File: src/rtl/lvt_pkg.sv
package lvt_pkg;

   localparam int MASK_BIT  = 16;
   localparam int LEVEL_BIT = 15;
   localparam int EN_BIT    = 11;

   localparam logic [2:0] DM_FIXED  = 3'b000;
   localparam logic [2:0] DM_SMI    = 3'b010;
   localparam logic [2:0] DM_NMI    = 3'b100;
   localparam logic [2:0] DM_EXTINT = 3'b111;

   localparam logic [1:0] SEL_TIMER = 2'd0;
   localparam logic [1:0] SEL_LINT0 = 2'd1;
   localparam logic [1:0] SEL_LINT1 = 2'd2;
   localparam logic [1:0] SEL_BASE  = 2'd3;

   localparam logic [19:0] BASE_ADDR_RST = 20'hFEE00;

   // stored fields of one vector table entry
   typedef struct packed {
      logic       mask;
      logic       level;
      logic [2:0] mode;
      logic [7:0] vec;
   } lvt_entry_t;

   localparam lvt_entry_t ENTRY_MASKED_RST = '{mask: 1'b1, level: 1'b0, mode: DM_FIXED,  vec: 8'h00};
   localparam lvt_entry_t ENTRY_BOOT_RST   = '{mask: 1'b0, level: 1'b0, mode: DM_EXTINT, vec: 8'h00};

   // decoded action of one source in one cycle
   typedef struct packed {
      logic       smi;
      logic       nmi;
      logic       ext;
      logic       fixed;
      logic       level;
      logic [7:0] vec;
   } lvt_act_t;

endpackage

File: src/rtl/lvt_regs.sv
module lvt_regs
   import lvt_pkg::*;
#(
   parameter int ID_W = 8
) (
   input  logic            clk,
   input  logic            rst_n,
   input  logic [ID_W-1:0] cpu_id,
   input  logic            we,
   input  logic [1:0]      addr,
   input  logic [31:0]     wdata,
   output logic [31:0]     rdata,
   output lvt_entry_t      ent_timer,
   output lvt_entry_t      ent_lint0,
   output lvt_entry_t      ent_lint1,
   output logic            base_en
);

   initial begin
      assert (ID_W >= 1 && ID_W <= 32) else $error("lvt_regs: ID_W out of range");
   end

   lvt_entry_t  timer_q, lint0_q, lint1_q;
   logic [19:0] addr_q;
   logic        en_q, bsp_q;
   logic        boot_cpu;
   lvt_entry_t  wentry;

   assign boot_cpu = (cpu_id == '0);
   assign wentry   = '{mask:  wdata[MASK_BIT],
                       level: wdata[LEVEL_BIT],
                       mode:  wdata[10:8],
                       vec:   wdata[7:0]};

   always_ff @(posedge clk) begin
      if (!rst_n) begin
         timer_q <= ENTRY_MASKED_RST;
         lint0_q <= boot_cpu ? ENTRY_BOOT_RST : ENTRY_MASKED_RST;
         lint1_q <= ENTRY_MASKED_RST;
         addr_q  <= BASE_ADDR_RST;
         en_q    <= 1'b1;
         bsp_q   <= boot_cpu;
      end else if (we) begin
         case (addr)
            SEL_TIMER: timer_q <= wentry;
            SEL_LINT0: lint0_q <= wentry;
            SEL_LINT1: lint1_q <= wentry;
            default: begin
               addr_q <= wdata[31:12];
               en_q   <= wdata[EN_BIT];
            end
         endcase
      end
   end

   function automatic logic [31:0] pack_entry(input lvt_entry_t e);
      return {15'b0, e.mask, e.level, 4'b0, e.mode, e.vec};
   endfunction

   always_comb begin
      case (addr)
         SEL_TIMER: rdata = pack_entry(timer_q);
         SEL_LINT0: rdata = pack_entry(lint0_q);
         SEL_LINT1: rdata = pack_entry(lint1_q);
         default:   rdata = {addr_q, en_q, 2'b00, bsp_q, 8'h00};
      endcase
   end

   assign ent_timer = timer_q;
   assign ent_lint0 = lint0_q;
   assign ent_lint1 = lint1_q;
   assign base_en   = en_q;

   // bootstrap flag is fixed between resets
   a_r2_bsp_fixed: assert property (@(posedge clk) disable iff (!rst_n)
      $stable(bsp_q));

endmodule

File: src/rtl/lvt_decode.sv
module lvt_decode
   import lvt_pkg::*;
#(
   parameter bit LEVEL_OK = 1'b1
) (
   input  logic       clk,
   input  logic       rst_n,
   input  logic       ev,
   input  lvt_entry_t entry,
   output lvt_act_t   act
);

   always_comb begin
      act = '0;
      if (ev && !entry.mask) begin
         case (entry.mode)
            DM_SMI:    act.smi = 1'b1;
            DM_NMI:    act.nmi = 1'b1;
            DM_EXTINT: act.ext = 1'b1;
            DM_FIXED: begin
               act.fixed = 1'b1;
               act.vec   = entry.vec;
               act.level = entry.level & LEVEL_OK;
            end
            default: act = '0;
         endcase
      end
   end

   // a masked source yields no request of any kind
   a_r4_masked_quiet: assert property (@(posedge clk) disable iff (!rst_n)
      entry.mask |-> !(act.smi || act.nmi || act.ext || act.fixed));

   // one request kind at most per source and cycle
   a_r5_one_kind: assert property (@(posedge clk) disable iff (!rst_n)
      $onehot0({act.smi, act.nmi, act.ext, act.fixed}));

   generate
      if (!LEVEL_OK) begin : g_edge_only
         // an edge-only source never posts a level tag
         a_r7_timer_edge: assert property (@(posedge clk) disable iff (!rst_n)
            act.fixed |-> !act.level);
      end
   endgenerate

endmodule

File: src/rtl/lvt_pending.sv
module lvt_pending #(
   parameter int NUM_VEC = 256,
   parameter int NUM_SRC = 3
) (
   input  logic                     clk,
   input  logic                     rst_n,
   input  logic [NUM_SRC-1:0]       hit_v,
   input  logic [NUM_SRC-1:0]       lvl_v,
   input  logic [NUM_SRC-1:0][7:0]  vec_v,
   output logic [NUM_VEC-1:0]       pend_o,
   output logic [NUM_VEC-1:0]       trig_o
);

   initial begin
      assert (NUM_VEC >= 1 && NUM_VEC <= 256) else $error("lvt_pending: NUM_VEC out of range");
      assert (NUM_SRC >= 1) else $error("lvt_pending: NUM_SRC out of range");
   end

   for (genvar i = 0; i < NUM_VEC; i++) begin : g_vec
      logic [NUM_SRC-1:0] match;
      logic               tag;
      logic               p_q, t_q;

      for (genvar s = 0; s < NUM_SRC; s++) begin : g_src
         assign match[s] = hit_v[s] && (vec_v[s] == 8'(i));
      end

      // later source in the fixed order wins the tag
      always_comb begin
         tag = 1'b0;
         for (int s = 0; s < NUM_SRC; s++) begin
            if (match[s]) tag = lvl_v[s];
         end
      end

      always_ff @(posedge clk) begin
         if (!rst_n) begin
            p_q <= 1'b0;
            t_q <= 1'b0;
         end else if (|match) begin
            p_q <= 1'b1;
            t_q <= tag;
         end
      end

      assign pend_o[i] = p_q;
      assign trig_o[i] = t_q;
   end

   // pending bits are sticky until reset
   a_r6_sticky: assert property (@(posedge clk) disable iff (!rst_n)
      (($past(pend_o) & ~pend_o) == '0));

   // a newly pending vector needs a fixed request in the cycle before
   a_r6_new_needs_hit: assert property (@(posedge clk) disable iff (!rst_n)
      (|(pend_o & ~$past(pend_o))) |-> $past(|hit_v));

endmodule

File: src/rtl/lvt_dispatch.sv
module lvt_dispatch
   import lvt_pkg::*;
#(
   parameter int ID_W    = 8,
   parameter int NUM_VEC = 256
) (
   input  logic               clk,
   input  logic               rst_n,
   input  logic [ID_W-1:0]    cpu_id,
   input  logic               reg_we,
   input  logic [1:0]         reg_addr,
   input  logic [31:0]        reg_wdata,
   output logic [31:0]        reg_rdata,
   input  logic               ev_timer,
   input  logic               ev_lint0,
   input  logic               ev_lint1,
   output logic               smi_pulse,
   output logic               nmi_pulse,
   output logic               extint_pulse,
   output logic [NUM_VEC-1:0] pend_bits,
   output logic [NUM_VEC-1:0] trig_bits,
   output logic               pic_accept
);

   localparam int NUM_SRC = 3;

   lvt_entry_t ent [NUM_SRC];
   lvt_act_t   act [NUM_SRC];
   logic [NUM_SRC-1:0] ev_v;
   logic [NUM_SRC-1:0] hit_v, lvl_v, smi_v, nmi_v, ext_v;
   logic [NUM_SRC-1:0][7:0] vec_v;
   logic base_en;
   logic smi_q, nmi_q, ext_q;

   // source index order is the delivery order: timer, LINT0, LINT1
   assign ev_v = {ev_lint1, ev_lint0, ev_timer};

   lvt_regs #(.ID_W(ID_W)) u_regs (
      .clk       (clk),
      .rst_n     (rst_n),
      .cpu_id    (cpu_id),
      .we        (reg_we),
      .addr      (reg_addr),
      .wdata     (reg_wdata),
      .rdata     (reg_rdata),
      .ent_timer (ent[0]),
      .ent_lint0 (ent[1]),
      .ent_lint1 (ent[2]),
      .base_en   (base_en)
   );

   for (genvar s = 0; s < NUM_SRC; s++) begin : g_src
      lvt_decode #(.LEVEL_OK(s != 0)) u_dec (
         .clk   (clk),
         .rst_n (rst_n),
         .ev    (ev_v[s]),
         .entry (ent[s]),
         .act   (act[s])
      );
      assign hit_v[s] = act[s].fixed;
      assign lvl_v[s] = act[s].level;
      assign vec_v[s] = act[s].vec;
      assign smi_v[s] = act[s].smi;
      assign nmi_v[s] = act[s].nmi;
      assign ext_v[s] = act[s].ext;
   end

   lvt_pending #(.NUM_VEC(NUM_VEC), .NUM_SRC(NUM_SRC)) u_pend (
      .clk    (clk),
      .rst_n  (rst_n),
      .hit_v  (hit_v),
      .lvl_v  (lvl_v),
      .vec_v  (vec_v),
      .pend_o (pend_bits),
      .trig_o (trig_bits)
   );

   always_ff @(posedge clk) begin
      if (!rst_n) begin
         smi_q <= 1'b0;
         nmi_q <= 1'b0;
         ext_q <= 1'b0;
      end else begin
         smi_q <= |smi_v;
         nmi_q <= |nmi_v;
         ext_q <= |ext_v;
      end
   end

   assign smi_pulse    = smi_q;
   assign nmi_pulse    = nmi_q;
   assign extint_pulse = ext_q;
   assign pic_accept   = !base_en || !ent[1].mask;

   // every request pulse follows a sampled event
   a_r5_pulse_cause: assert property (@(posedge clk) disable iff (!rst_n)
      (smi_pulse || nmi_pulse || extint_pulse) |-> $past(|ev_v));

   // disabled base accepts legacy interrupts
   a_r10_pic_disabled: assert property (@(posedge clk) disable iff (!rst_n)
      !base_en |-> pic_accept);

   // enabled base with masked LINT0 refuses them
   a_r10_pic_masked: assert property (@(posedge clk) disable iff (!rst_n)
      (base_en && ent[1].mask) |-> !pic_accept);

endmodule

File: config.mk
export PLATFORM = sky130hd
export DESIGN_NAME = lvt_dispatch
export DESIGN_NICKNAME = d
export VERILOG_FILES = /design/src/rtl/lvt_pkg.sv /design/src/rtl/lvt_regs.sv /design/src/rtl/lvt_decode.sv /design/src/rtl/lvt_pending.sv /design/src/rtl/lvt_dispatch.sv
export SDC_FILE = /design/constraint.sdc
export NUM_CORES = 1
export LEC_CHECK = 0
export BUFFER_PORTS_ARGS = -buffer_cell sky130_fd_sc_hd__buf_4
export CAP_MARGIN = 5
export CORE_MARGIN = 2
export CORE_UTILIZATION = 40
export CTS_BUF_LIST = sky130_fd_sc_hd__clkbuf_16
export CTS_CLUSTER_SIZE = 8
export DETAILED_ROUTE_END_ITERATION = 8
export GPL_TIMING_DRIVEN = 1
export HOLD_SLACK_MARGIN = 0.1
export PLACE_DENSITY = 0.56
export SYNTH_ARGS = -nofsm -noshare
export SYNTH_HDL_FRONTEND = slang
export SYNTH_HIERARCHICAL = 1
export SYNTH_SLANG_ARGS = --single-unit
File: constraint.sdc
create_clock -name clk -period 4.4 [get_ports clk]
set_clock_uncertainty 0.2 [all_clocks]
set_input_delay 0.88 -clock clk [delete_from_list [all_inputs] [get_ports clk]]
set_output_delay 0.88 -clock clk [all_outputs]
set_load 0.03 [all_outputs]
==> impl_metrics.py <==
metrics = {
    "critical_path": {
        "worstSetupPathType": "reg2reg",
        "ff2ff_path_depth": 8,
        "rrSetupSlack_ns": 0.70,
        "crit_chain": "nor2b_2 > and3_2 > nand2_1 > nor3_1 > buf_4 > nand3_1 > o311a_1 > o22ai_1",
        "cp.arrival_ns": 4.05,
        "endpoint_kind": "register",
        "cp_max_fo": 29,
        "crit_path_end": "u_pend/g_vec[49].t_q",
        "rr_endpoint": "u_pend/g_vec[49].t_q",
        "cp_slowest_stage_delay_ns": 0.75,
        "timing.rr.start": "u_regs/ent_lint0[10]",
        "critPathBufInv": 1,
        "crit_cells": 8,
        "cpLargestDelayFamily": "simple AND/OR/NAND/NOR gates",
        "cpMaxStageDelayCell": "and3_2",
        "critPathLaunchType": "register",
        "critPathLaunch": "u_regs/ent_lint0[10]",
        "worstPathRequired_ns": 4.74,
    },
    "detailed_routing": {
        "vias": 35500,
        "drt-pass1-iter-count": 9,
        "drt-wirelength-per-cell_um": 30.6,
        "detail-route-antenna-nets": 0,
        "finalWirelength_um": 166000,
        "route.detailed.drc": 0,
        "first_iter_violations": 4888,
        "vias_per_cell": 6.54,
    },
    "clocking": {
        "cts_tree": "yes",
        "cts_inserted_buffers": 82,
        "clk_pin_slew_worst_paths_ns": 0.05,
        "clock_path_buffers": 3,
        "cts_resized": 0,
        "clk_latency_ns": 0.63,
        "post-cts-setup-buffer-count": 0,
        "htree_num_levels": 3,
        "clkSinkCount": 576,
        "hold_buffers": 0,
        "root_buffer": "clkbuf_16",
    },
    "outcome": {
        "status": "finished clean",
    },
    "layout": {
        "layout-drive-gt1-share_pct": 23.8,
        "diodes": 0,
        "num-nets-final": 4314,
        "stdcell_count": 5427,
        "syn_to_final_growth_pct": 12.7,
        "fin_util_pct": 45.4,
    },
    "synthesis": {
        "synthesis.nets": 4382,
        "syn_area_per_cell_um2": 7.90,
        "async_reset_ff_share_pct": 0,
        "netlist_top_cells_area": "dfxtp_1 33%, buf_4 11%, nand2_1 8.7%, o311a_1 7.0%, o221ai_1 6.2%",
        "ys_seq_area_share_pct": 34.1,
        "synth_top_cell_by_area": "dfxtp_1",
        "synth_top_area_share_pct": 32.8,
        "yosysUniqueCellTypes": 74,
        "ys_warn_count": 6,
        "synth-edff-count": 14,
        "ys.flop_type": "dfxtp_1",
        "netlist_area_um2": 34300,
        "syn_inst": 4334,
        "synth-seq-cells": 576,
    },
    "run": {
        "max-cap-violations": 0,
    },
    "global_routing": {
        "antenna_found_initial": 0,
        "grt_start_max_net_pins": 150,
        "grt_usage_pct": 35.7,
        "grt_pass1_vias": 31900,
        "overflow": 0,
        "grt_pass1_wl_um": 230000,
    },
    "min_path": {
        "min_path_type": "reg2reg",
        "min_path_cells": 2,
    },
    "floorplanning": {
        "rows": 107,
        "core-area_um2": 85000,
        "die_w_um": 297,
        "die-area_um2": 88000,
        "start_util_pct": 40.3,
        "die_h_um": 297,
        "ioPinCount": 596,
    },
    "timing": {
        "hold_viol": 0,
        "slew_headroom_pct": 27.4,
        "min_period_ns": 3.70,
        "maxSlewViolCount": 0,
        "rsz0062_at_grt": "no",
        "finalCritPeriodShare_pct": 84.2,
        "fmax_ghz": 0.270,
        "tns_ns": 0,
        "setup_viol": 0,
        "max_slew.worst_pin.slew_ns": 1.09,
    },
    "power_and_ir_drop": {
        "power_leakage_uw": 0.0143,
        "power_density_nw_per_um2": 302,
        "ir_worst_vdd_mv": 0.293,
    },
    "place": {
        "dp_hpwl_um": 109000,
        "dp.cells": 5326,
        "gp_congestion": 0.934,
        "port_buffers": 595,
    },
}
## worst min path at each step
stage                                 from                end  slack, ns
after global routing         reg_wdata[29]  u_regs/addr_q[17]       0.26
after CTS                    reg_wdata[21]   u_regs/addr_q[9]       0.23
final                     u_regs/addr_q[8]   u_regs/addr_q[8]       0.25
after detailed placement  u_regs/addr_q[7]   u_regs/addr_q[7]       0.25
after floorplan           u_regs/addr_q[0]   u_regs/addr_q[0]       0.23
after global placement    u_regs/addr_q[5]   u_regs/addr_q[5]       0.24
## layout make-up
type                    count  area, µm²
clock buffers              85       2130
clock inverters            16        111
fillers                  8431      46400
inverters                   4       15.0
multi-input cells        2796      17000
flip-flops and latches    576      11700
well taps                1144       1430
repair buffers            806       6230
## layout by cell type, fill, tap and decap left out, drive strengths merged, types with 156 or more instances in the layout
| cell type | count |
|---|---|
| o21ai | 266 |
| nand2 | 799 |
| o21a | 252 |
| o311a | 241 |
| buf | 806 |
| nor2 | 162 |
| dfxtp | 562 |
| o221ai | 244 |
| nor3 | 156 |
| o22ai | 247 |
## state kept, by name, indices dropped and copies added, names as in the netlist
| signal | cells |
|---|---|
| u_regs/ent_lint0 | 13 |
| extint_pulse | 1 |
| smi_pulse | 1 |
| u_pend/g_vec.p_q | 256 |
| u_regs/bsp_q | 1 |
| nmi_pulse | 1 |
| u_regs/base_en | 1 |
| u_regs/addr_q | 20 |
| u_pend/g_vec.t_q | 256 |
| u_regs/ent_lint1 | 13 |
| u_regs/ent_timer | 13 |
## worst min-delay path, cell delays in order, from the launching register on
cell and delay (ns):
dfxtp_1 0.30, nand2_1 0.05, a21oi_1 0.05
## power by group
part	internal (µW)	switching [µW]
sequential	5280	24.4
clock	3400	2410
combinational	156	390
total	8830	2830
## per-stage QoR
stage               setup WS, ns  total power [µW]  area, µm²  hold WS [ns]
finish                     0.696             11700      38600         0.249
CTS                        0.884             11700      38600         0.227
global route               0.563             11900      38600         0.260
floorplan                   1.29              5730      34300         0.232
detailed placement         0.349              5940      36400         0.246
global placement           0.376              5930      36400         0.240
## cells in the mapped netlist (4+ instances only)
master	number
nand2_1	798
dfxtp_1	562
buf_4	520
clkbuf_1	331
o21ai_0	266
o21a_1	252
o22ai_1	247
o221ai_1	244
o311a_1	241
nor2_1	157
nor3_1	124
nand4_1	99
buf_2	93
nand3_1	59
and3_1	50
a21oi_1	44
nor3_2	30
edfxtp_1	14
and2_1	13
nor2b_1	12
nand2b_1	11
mux2i_1	10
o31a_1	10
nor3b_1	8
and3b_1	7
buf_1	7
o211ai_1	7
nand3b_1	6
nand4bb_1	6
a31oi_1	5
buf_6	5
nand4b_1	5
nor2_2	5
or4b_1	5
nor4bb_1	4
o31ai_1	4
## per-layer routing
metal	global-route usage [%]	vias to the layer above	share of wire, %
li1	-	15300	-
met1	45.8	17000	38
met2	54.8	2595	44
met3	7.75	539	11
met4	21.6	0	6.8
met5	0	-	0
## logic make-up after synthesis
logic type | share of synthesized area, %
buffers and inverters | 16.7
multiplexers | 0.489
other | 0.0109
flip-flops | 34.1
AND/OR/NAND/NOR | 19.8
AO/OA/AOI/OAI | 29.0
Power figures use the tool's default switching activity.
